**src/rtl/bal_guard_pkg.sv**
```systemverilog
package bal_guard_pkg;
  typedef enum logic {
    TH_RUN = 1'b0,
    TH_HOT = 1'b1
  } th_state_e;
endpackage

```
**src/rtl/bal_cmd_reg.sv**
```systemverilog
module bal_cmd_reg #(
  parameter int N_CH = 6
) (
  input  logic            clk_i,
  input  logic            rst_ni,
  input  logic            supply_ok_i,
  input  logic            exec_vld_i,
  input  logic [N_CH-1:0] exec_cmd_i,
  output logic [N_CH-1:0] cmd_o,
  output logic            run_o
);
  logic [N_CH-1:0] cmd_q;
  logic            run_q;

  always_ff @(posedge clk_i or negedge rst_ni) begin
    if (!rst_ni) begin
      cmd_q <= '0;
      run_q <= 1'b0;
    end else if (!supply_ok_i) begin
      cmd_q <= '0;
      run_q <= 1'b0;
    end else if (exec_vld_i) begin
      cmd_q <= exec_cmd_i;
      run_q <= 1'b1;
    end
  end

  assign cmd_o = cmd_q;
  assign run_o = run_q;
endmodule

```
**src/rtl/bal_wdt.sv**
```systemverilog
module bal_wdt #(
  parameter int WDT_CYCLES = 150_000_000
) (
  input  logic clk_i,
  input  logic rst_ni,
  input  logic clr_i,
  input  logic start_i,
  input  logic kick_i,
  input  logic run_i,
  output logic exp_o
);
  localparam int CNT_W = $clog2(WDT_CYCLES + 1);
  localparam logic [CNT_W-1:0] LAST = CNT_W'(WDT_CYCLES - 1);

  logic [CNT_W-1:0] cnt_q;
  logic             exp_q;

  always_ff @(posedge clk_i or negedge rst_ni) begin
    if (!rst_ni) begin
      cnt_q <= '0;
      exp_q <= 1'b0;
    end else if (clr_i || start_i) begin
      cnt_q <= '0;
      exp_q <= 1'b0;
    end else if (kick_i) begin
      cnt_q <= '0;  // expired flag is sticky until a new execute
    end else if (run_i && !exp_q) begin
      if (cnt_q == LAST) begin
        cnt_q <= '0;
        exp_q <= 1'b1;
      end else begin
        cnt_q <= cnt_q + 1'b1;
      end
    end
  end

  assign exp_o = exp_q;
endmodule

```
**src/rtl/bal_therm.sv**
```systemverilog
module bal_therm
  import bal_guard_pkg::*;
#(
  parameter int TEMP_W    = 8,
  parameter int TEMP_HOT  = 155,
  parameter int TEMP_COOL = 145
) (
  input  logic              clk_i,
  input  logic              rst_ni,
  input  logic [TEMP_W-1:0] temp_i,
  output logic              sd_o
);
  localparam logic [TEMP_W-1:0] HOT_C  = TEMP_W'(TEMP_HOT);
  localparam logic [TEMP_W-1:0] COOL_C = TEMP_W'(TEMP_COOL);

  th_state_e st_q, st_d;

  always_comb begin
    st_d = st_q;
    case (st_q)
      TH_RUN:  if (temp_i >= HOT_C)  st_d = TH_HOT;
      TH_HOT:  if (temp_i <= COOL_C) st_d = TH_RUN;
      default: st_d = TH_RUN;
    endcase
  end

  always_ff @(posedge clk_i or negedge rst_ni) begin
    if (!rst_ni) st_q <= TH_RUN;
    else         st_q <= st_d;
  end

  assign sd_o = (st_q == TH_HOT);
endmodule

```
**src/rtl/cell_bal_guard.sv**
```systemverilog
module cell_bal_guard #(
  parameter int N_CH       = 6,
  parameter int TEMP_W     = 8,
  parameter int WDT_CYCLES = 150_000_000,
  parameter int TEMP_HOT   = 155,
  parameter int TEMP_COOL  = 145
) (
  input  logic              clk_i,
  input  logic              rst_ni,
  input  logic              byte_vld_i,
  input  logic              addr_ok_i,
  input  logic              exec_vld_i,
  input  logic [N_CH-1:0]   exec_cmd_i,
  input  logic [TEMP_W-1:0] temp_code_i,
  input  logic              supply_ok_i,
  output logic [N_CH-1:0]   ch_en_o,
  output logic [N_CH-1:0]   cmd_o,
  output logic              wdt_exp_o,
  output logic              therm_sd_o
);
  logic [N_CH-1:0] cmd_w;
  logic            run_w;
  logic            exp_w;
  logic            sd_w;
  logic            allow_w;
  logic            kick_w;

  bal_cmd_reg #(.N_CH(N_CH)) u_cmd (
    .clk_i      (clk_i),
    .rst_ni     (rst_ni),
    .supply_ok_i(supply_ok_i),
    .exec_vld_i (exec_vld_i),
    .exec_cmd_i (exec_cmd_i),
    .cmd_o      (cmd_w),
    .run_o      (run_w)
  );

  assign kick_w = byte_vld_i && addr_ok_i;

  bal_wdt #(.WDT_CYCLES(WDT_CYCLES)) u_wdt (
    .clk_i  (clk_i),
    .rst_ni (rst_ni),
    .clr_i  (!supply_ok_i),
    .start_i(exec_vld_i),
    .kick_i (kick_w),
    .run_i  (run_w),
    .exp_o  (exp_w)
  );

  bal_therm #(
    .TEMP_W   (TEMP_W),
    .TEMP_HOT (TEMP_HOT),
    .TEMP_COOL(TEMP_COOL)
  ) u_therm (
    .clk_i (clk_i),
    .rst_ni(rst_ni),
    .temp_i(temp_code_i),
    .sd_o  (sd_w)
  );

  assign allow_w = run_w && !exp_w && !sd_w;

  for (genvar g = 0; g < N_CH; g++) begin : g_ch
    logic en_q;
    always_ff @(posedge clk_i or negedge rst_ni) begin
      if (!rst_ni) en_q <= 1'b0;
      else         en_q <= cmd_w[g] && allow_w;
    end
    assign ch_en_o[g] = en_q;
  end

  assign cmd_o      = cmd_w;
  assign wdt_exp_o  = exp_w;
  assign therm_sd_o = sd_w;
endmodule

```
**config.mk**
```make
export PLATFORM = sky130hd
export DESIGN_NAME = cell_bal_guard
export DESIGN_NICKNAME = d
export VERILOG_FILES = /design/src/rtl/bal_guard_pkg.sv /design/src/rtl/bal_cmd_reg.sv /design/src/rtl/bal_wdt.sv /design/src/rtl/bal_therm.sv /design/src/rtl/cell_bal_guard.sv
export SDC_FILE = /design/constraint.sdc
export NUM_CORES = 1
export LEC_CHECK = 0
export CORE_MARGIN = 2
export CORE_UTILIZATION = 56
export CTS_BUF_LIST = sky130_fd_sc_hd__clkbuf_4 sky130_fd_sc_hd__clkbuf_8
export CTS_CLUSTER_SIZE = 24
export DETAILED_ROUTE_END_ITERATION = 16
export GPL_ROUTABILITY_DRIVEN = 0
export HOLD_SLACK_MARGIN = 0.12
export MAX_ROUTING_LAYER = met4
export PLACE_DENSITY = 0.89
export SETUP_SLACK_MARGIN = 0.1
export SLEW_MARGIN = 20
export SYNTH_ARGS = -nofsm -noshare
export SYNTH_HDL_FRONTEND = slang
export SYNTH_SLANG_ARGS = --single-unit
```
**constraint.sdc**
```tcl
create_clock -name clk_i -period 2.4 [get_ports clk_i]
set_input_delay 0.48 -clock clk_i [delete_from_list [all_inputs] [get_ports clk_i]]
set_output_delay 0.48 -clock clk_i [all_outputs]
set_load 0.03 [all_outputs]
```
-- Yosys cells after proc, flatten, opt, wreduce, memory -nomap -nowiden
Index checks and enable logic that the tools add are counted.
- register bits: 43
- input bits: 20
- output and inout bits: 14
- $add $sub $neg: 1
- magnitude comparators: 2
- equal/unequal tests: 3
- muxes and demuxes: 15
- bitwise operators: 1
- reduce and logical (&&, ||, !) cells: 17
- operators with widths (kind ; count):
    $mux W28 ; 4
    $add A28 B1 Y28 const B ; 1
    $eq A28 B28 Y1 const B ; 1
    $mux W6 ; 2
    $logic_and A1 B1 Y1 ; 9
    $ge A8 B8 Y1 const B ; 1
    $le A8 B8 Y1 const B ; 1
    $mux W1 ; 8
    $reduce_bool A2 Y1 ; 2
    $logic_not A1 Y1 ; 3
    $reduce_and A3 Y1 ; 1
    $reduce_bool A3 Y1 ; 1
    $ne A2 B1 Y1 const B ; 1
    $ne A2 B2 Y1 const B ; 1
    $pmux W1 S2 ; 1
    $logic_or A1 B1 Y1 ; 1
    $not A1 Y1 ; 1

-- Depth between registers and ports, before layout
- depth in word-level cells: 5
- gate-level depth with buffers: 7
- gate-level depth less buffers: 6

-- Hierarchy
Synthesis repeated with hierarchy kept, for this count alone.
- cell total of the unflattened synthesis: 224
- area, all modules: 2312.2 sq um
- by module, submodules not included (module ; instances ; cells each ; area an instance (sq um)):
    bal_wdt ; 1 ; 177 ; 1675.4
    bal_cmd_reg ; 1 ; 21 ; 291.5
    cell_bal_guard ; 1 ; 20 ; 280.3
    bal_therm ; 1 ; 6 ; 65.1

-- Worst setup path before layout
OpenSTA, ideal clock, no wires.
- path kind: register to register
- start point: reg u_wdt.cnt_q[9]
- end point: reg u_wdt.cnt_q[17]
- setup time: 0.122 ns
- arrival time: 1.686 ns
- required time: 2.278 ns
- slack: 0.592 ns
- cell stages (with the launch flop): 7
- path buffers: 1
- period minus slack after synthesis: 1.808 ns
- path through: dfrtp_1 -> or4b_1 -> nor4_4 -> nand2_1 -> buf_2 -> a21oi_1 -> o21ai_1
- cells in the longest elaborated chain, start to end: 5
- RTL lines (item ; RTL line ; RTL):
    start: declaration ; bal_wdt.sv:15 ; logic [CNT_W-1:0] cnt_q;
    start signal: assignment ; bal_wdt.sv:32 ; cnt_q <= cnt_q + 1'b1;
    $add A28 B1 Y28 or $eq A28 B28 Y1 (tied branches) ; bal_wdt.sv:32, bal_wdt.sv:28 ;
    $mux W28 (*) ; bal_wdt.sv:28 ; if (cnt_q == LAST) begin
    $mux W28 (*) ; bal_wdt.sv:27 ; end else if (run_i && !exp_q) begin
    $mux W28 (*) ; bal_wdt.sv:25 ; end else if (kick_i) begin
    $mux W28 (*) ; bal_wdt.sv:22 ; end else if (clr_i || start_i) begin
Mark *: on every way between the ends. The rest lies on a longest branch, timed or not. The select of a mux whose other input is x is not followed.
A chain may end at the register's enable or synchronous reset.

-- Worst setup path after layout
- start point: reg u_wdt.cnt_q[7]
- end point: reg u_wdt.cnt_q[19]
The elaborated chain is that of the path after synthesis.

==> results_dict.tcl <==
set metrics [dict create \
    yosysSeqAreaShare 0.471 \
    syn_to_final_growth_pct 21.7 \
    setup_ws_ps 292 \
    sequentialPowerShare 0.508 \
    drive_above_1_share 0.0906 \
    min_path_type "reg -> reg" \
    crit_chain "or4b_1 > nor4_4 > a21o_1 > or4_1 > o21ai_1" \
    required_ps 2580 \
    worst_ep_arrival_time_ps 2280 \
    holdPathStages 1 \
    whs_ps 502 \
    r2r_slack_ps 290 \
    grt_max_degree 27 \
    fin_skew_ps 8.62 \
    cts.clk_slew.worst_paths_ps 80 \
    grt_overflow 0 \
    start_util 0.575 \
    syn_area_per_cell_um2 9.47 \
    cts_made_buffers 5 \
    path_depth 5 \
    drv_slew 0 \
    worst_r2r_endpoint "u_wdt.cnt_q[19]" \
    rsz0062_at_grt "false" \
    ys_async_sr_fraction 1.00 \
    power_leakage_uw 0.00113 \
    finalNetCount 296 \
    cts_tree "yes" \
    remaining_drc_errors 0 \
    p_clk_frac 0.390 \
    p_int_uw 1110 \
    wl_per_cell_um 17.1 \
    cpLargestDelayFamily "simple AND/OR/NAND/NOR gates" \
    ys_warn_count 0 \
    cp_num_buf_inv 0 \
    finalCriticalPeriod_ps 2110 \
    power_per_cell_area_nw_per_um2 527 \
    dieArea_um2 4600 \
    grt_pass1_vias 2001 \
    vias 2015 \
    first_iter_violations 208 \
    drv_cap 0 \
    ys_seq_elements 43 \
    fp.coreArea_um2 3970 \
    pre_cts_slack_ps 194 \
    postPlaceCellArea_um2 2650 \
    tns_ps 0 \
    p_comb_frac 0.101 \
    worstRegToRegCells 5 \
    htreeDepth 2 \
    cts_buffer_depth 2 \
    synthCells 241 \
    synth_edf_count 0 \
    grt_antenna_before_repair 0 \
    ios 34 \
    die_x_um 67.8 \
    slew_headroom 0.630 \
    vias_per_cell 6.18 \
    synth_cell_types 44 \
    synth_ff_type "dfrtp_1" \
    first_pass_iters 5 \
    post_cts_buffers 0 \
    status "finished, final reports clean" \
    wirelength_um 5580 \
    critPathKind "reg -> reg" \
    clk_latency_ps 300 \
    tightest_slew_ps 550 \
    design_area_um2 2780 \
    track_usage 0.270 \
    switchingPower_uw 351 \
    dieHeight_um 67.8 \
    num_antenna_cells 0 \
    rows 23 \
    critPathLaunchType "register" \
    synth_nets 262 \
    grt_pass1_wl_um 8890 \
    regToRegStartpoint "u_wdt.cnt_q[7]" \
    hp-start "u_wdt.cnt_q[23]" \
    crit_path_end_kind "register" \
    p_total_uw 1460 \
    port_buffers 33 \
    crit_fanout 10 \
    min_period_over_period 0.878 \
    setup_viol 0 \
    min_to "u_wdt.cnt_q[23]" \
    dp_hpwl_um 3920 \
    hold_viol_final 0 \
    syn_area_um2 2280 \
    clock-root-buffer "clkbuf_8" \
    cts.sinks 43 \
    ir_drop_v 0.000301 \
    cp_slowest_cell "or4b_1" \
    max_stage_delay_ps 590 \
    fmax_ghz 0.474 \
    ant_nets 0 \
    p_sw_frac 0.240 \
]
==> timing repair <==
action | in CTS | in global routing
hold buffers | 1 | 0
resized for setup | 0 | 1
endpoints found under the hold margin | 1 | 0
endpoints found under the setup margin | 0 | 2
==> metal layers <==
layer,global-route usage,part of all wire,vias up
met3,0.0592,0.051,8
met1,0.326,0.42,985
met5,-,0,-
met4,0.123,0.014,0
li1,-,-,943
met2,0.434,0.52,79
==> how the worst max path moves through the flow <==
stage                               from  slack, ps         endpoint
final                     u_wdt.cnt_q[7]        290  u_wdt.cnt_q[19]
after global routing      u_wdt.cnt_q[7]        180  u_wdt.cnt_q[27]
after CTS                 u_wdt.cnt_q[7]        240  u_wdt.cnt_q[19]
after detailed placement     supply_ok_i        190  u_wdt.cnt_q[19]
after global placement       supply_ok_i        290  u_wdt.cnt_q[19]
after floorplan           u_wdt.cnt_q[9]        590  u_wdt.cnt_q[17]
==> metrics by stage <==
stage	utilization	cells
final	0.699	326
after global routing	0.699	326
after CTS	0.698	326
after detailed placement	0.668	317
after global placement	0.668	317
after floorplan	-	241
==> power groups by stage <==
stage	combinational (uW)	sequential, uW	clock (uW)
after floorplan	51.8	770	0
after global routing	161	745	615
after global placement	143	757	0
after detailed placement	147	758	0
final	148	744	571
after CTS	149	743	579
==> sequential cells by signal, indices dropped and copies added, names as in the netlist <==
signal        flops
u_wdt.cnt_q      28
g_ch.en_q         6
u_cmd.cmd_o       6
u_cmd.run_o       1
u_therm.sd_o      1
u_wdt.exp_o       1
==> cells in the mapped netlist (6+ instances only) <==
cell | number | share of area
a21oi_1 | 17 | 0.037
nor2b_1 | 8 | 0.022
or4_1 | 8 | 0.026
nand3_1 | 12 | 0.026
buf_4 | 6 | 0.020
o21ai_0 | 8 | 0.018
and2_1 | 7 | 0.019
mux2i_1 | 6 | 0.026
dfrtp_1 | 43 | 0.47
nand4_1 | 8 | 0.022
xor2_1 | 9 | 0.035
nor2_1 | 23 | 0.038
o21ai_1 | 7 | 0.015
nand2_1 | 24 | 0.039
==> layout by cell type, fill, tap and decap left out, types with 2 or more instances in the layout <==
master	netlist	final
dfrtp_1	43	43
nor2b_1	8	8
o21a_1	2	2
xor2_1	9	9
buf_4	6	9
nand3_1	12	12
clkdlybuf4s50_1	0	32
o211ai_1	2	2
nor4_4	2	2
or4b_1	2	2
and2_1	7	7
a311oi_1	2	2
or4_1	8	8
or3_1	4	4
nor3_1	2	2
nand2_1	24	23
o21ai_1	7	7
nor2_1	23	23
o21ai_0	8	8
nand4_1	8	8
o2111ai_1	3	3
nor4_1	3	3
a21oi_1	17	17
and4_1	2	2
clkbuf_8	0	5
mux2i_1	6	6
a31oi_1	5	5
==> layout make-up <==
type,count,area [um2]
clock buffer,5,68.8
clock inverter,3,43.8
fill,309,1190
inverter,1,3.75
multi-input combinational,181,1120
sequential,43,1080
tap,50,62.6
timing repair buffer,43,403
==> worst reg2reg max path: stages (launching register included) <==
cell and delay, ps:
dfrtp_1 500, or4b_1 590, nor4_4 280, a21o_1 370, or4_1 180, o21ai_1 70
==> logic make-up after synthesis <==
logic type | count (synthesis) | share of synthesized area
compound gates | 50 | 0.130
simple gates | 114 | 0.288
flops | 43 | 0.471
mux | 7 | 0.0313
buf+inv | 17 | 0.0395
fa+ha+maj | 1 | 0.00548
xor+xnor | 9 | 0.0345
(Power assumes the default switching activity.)
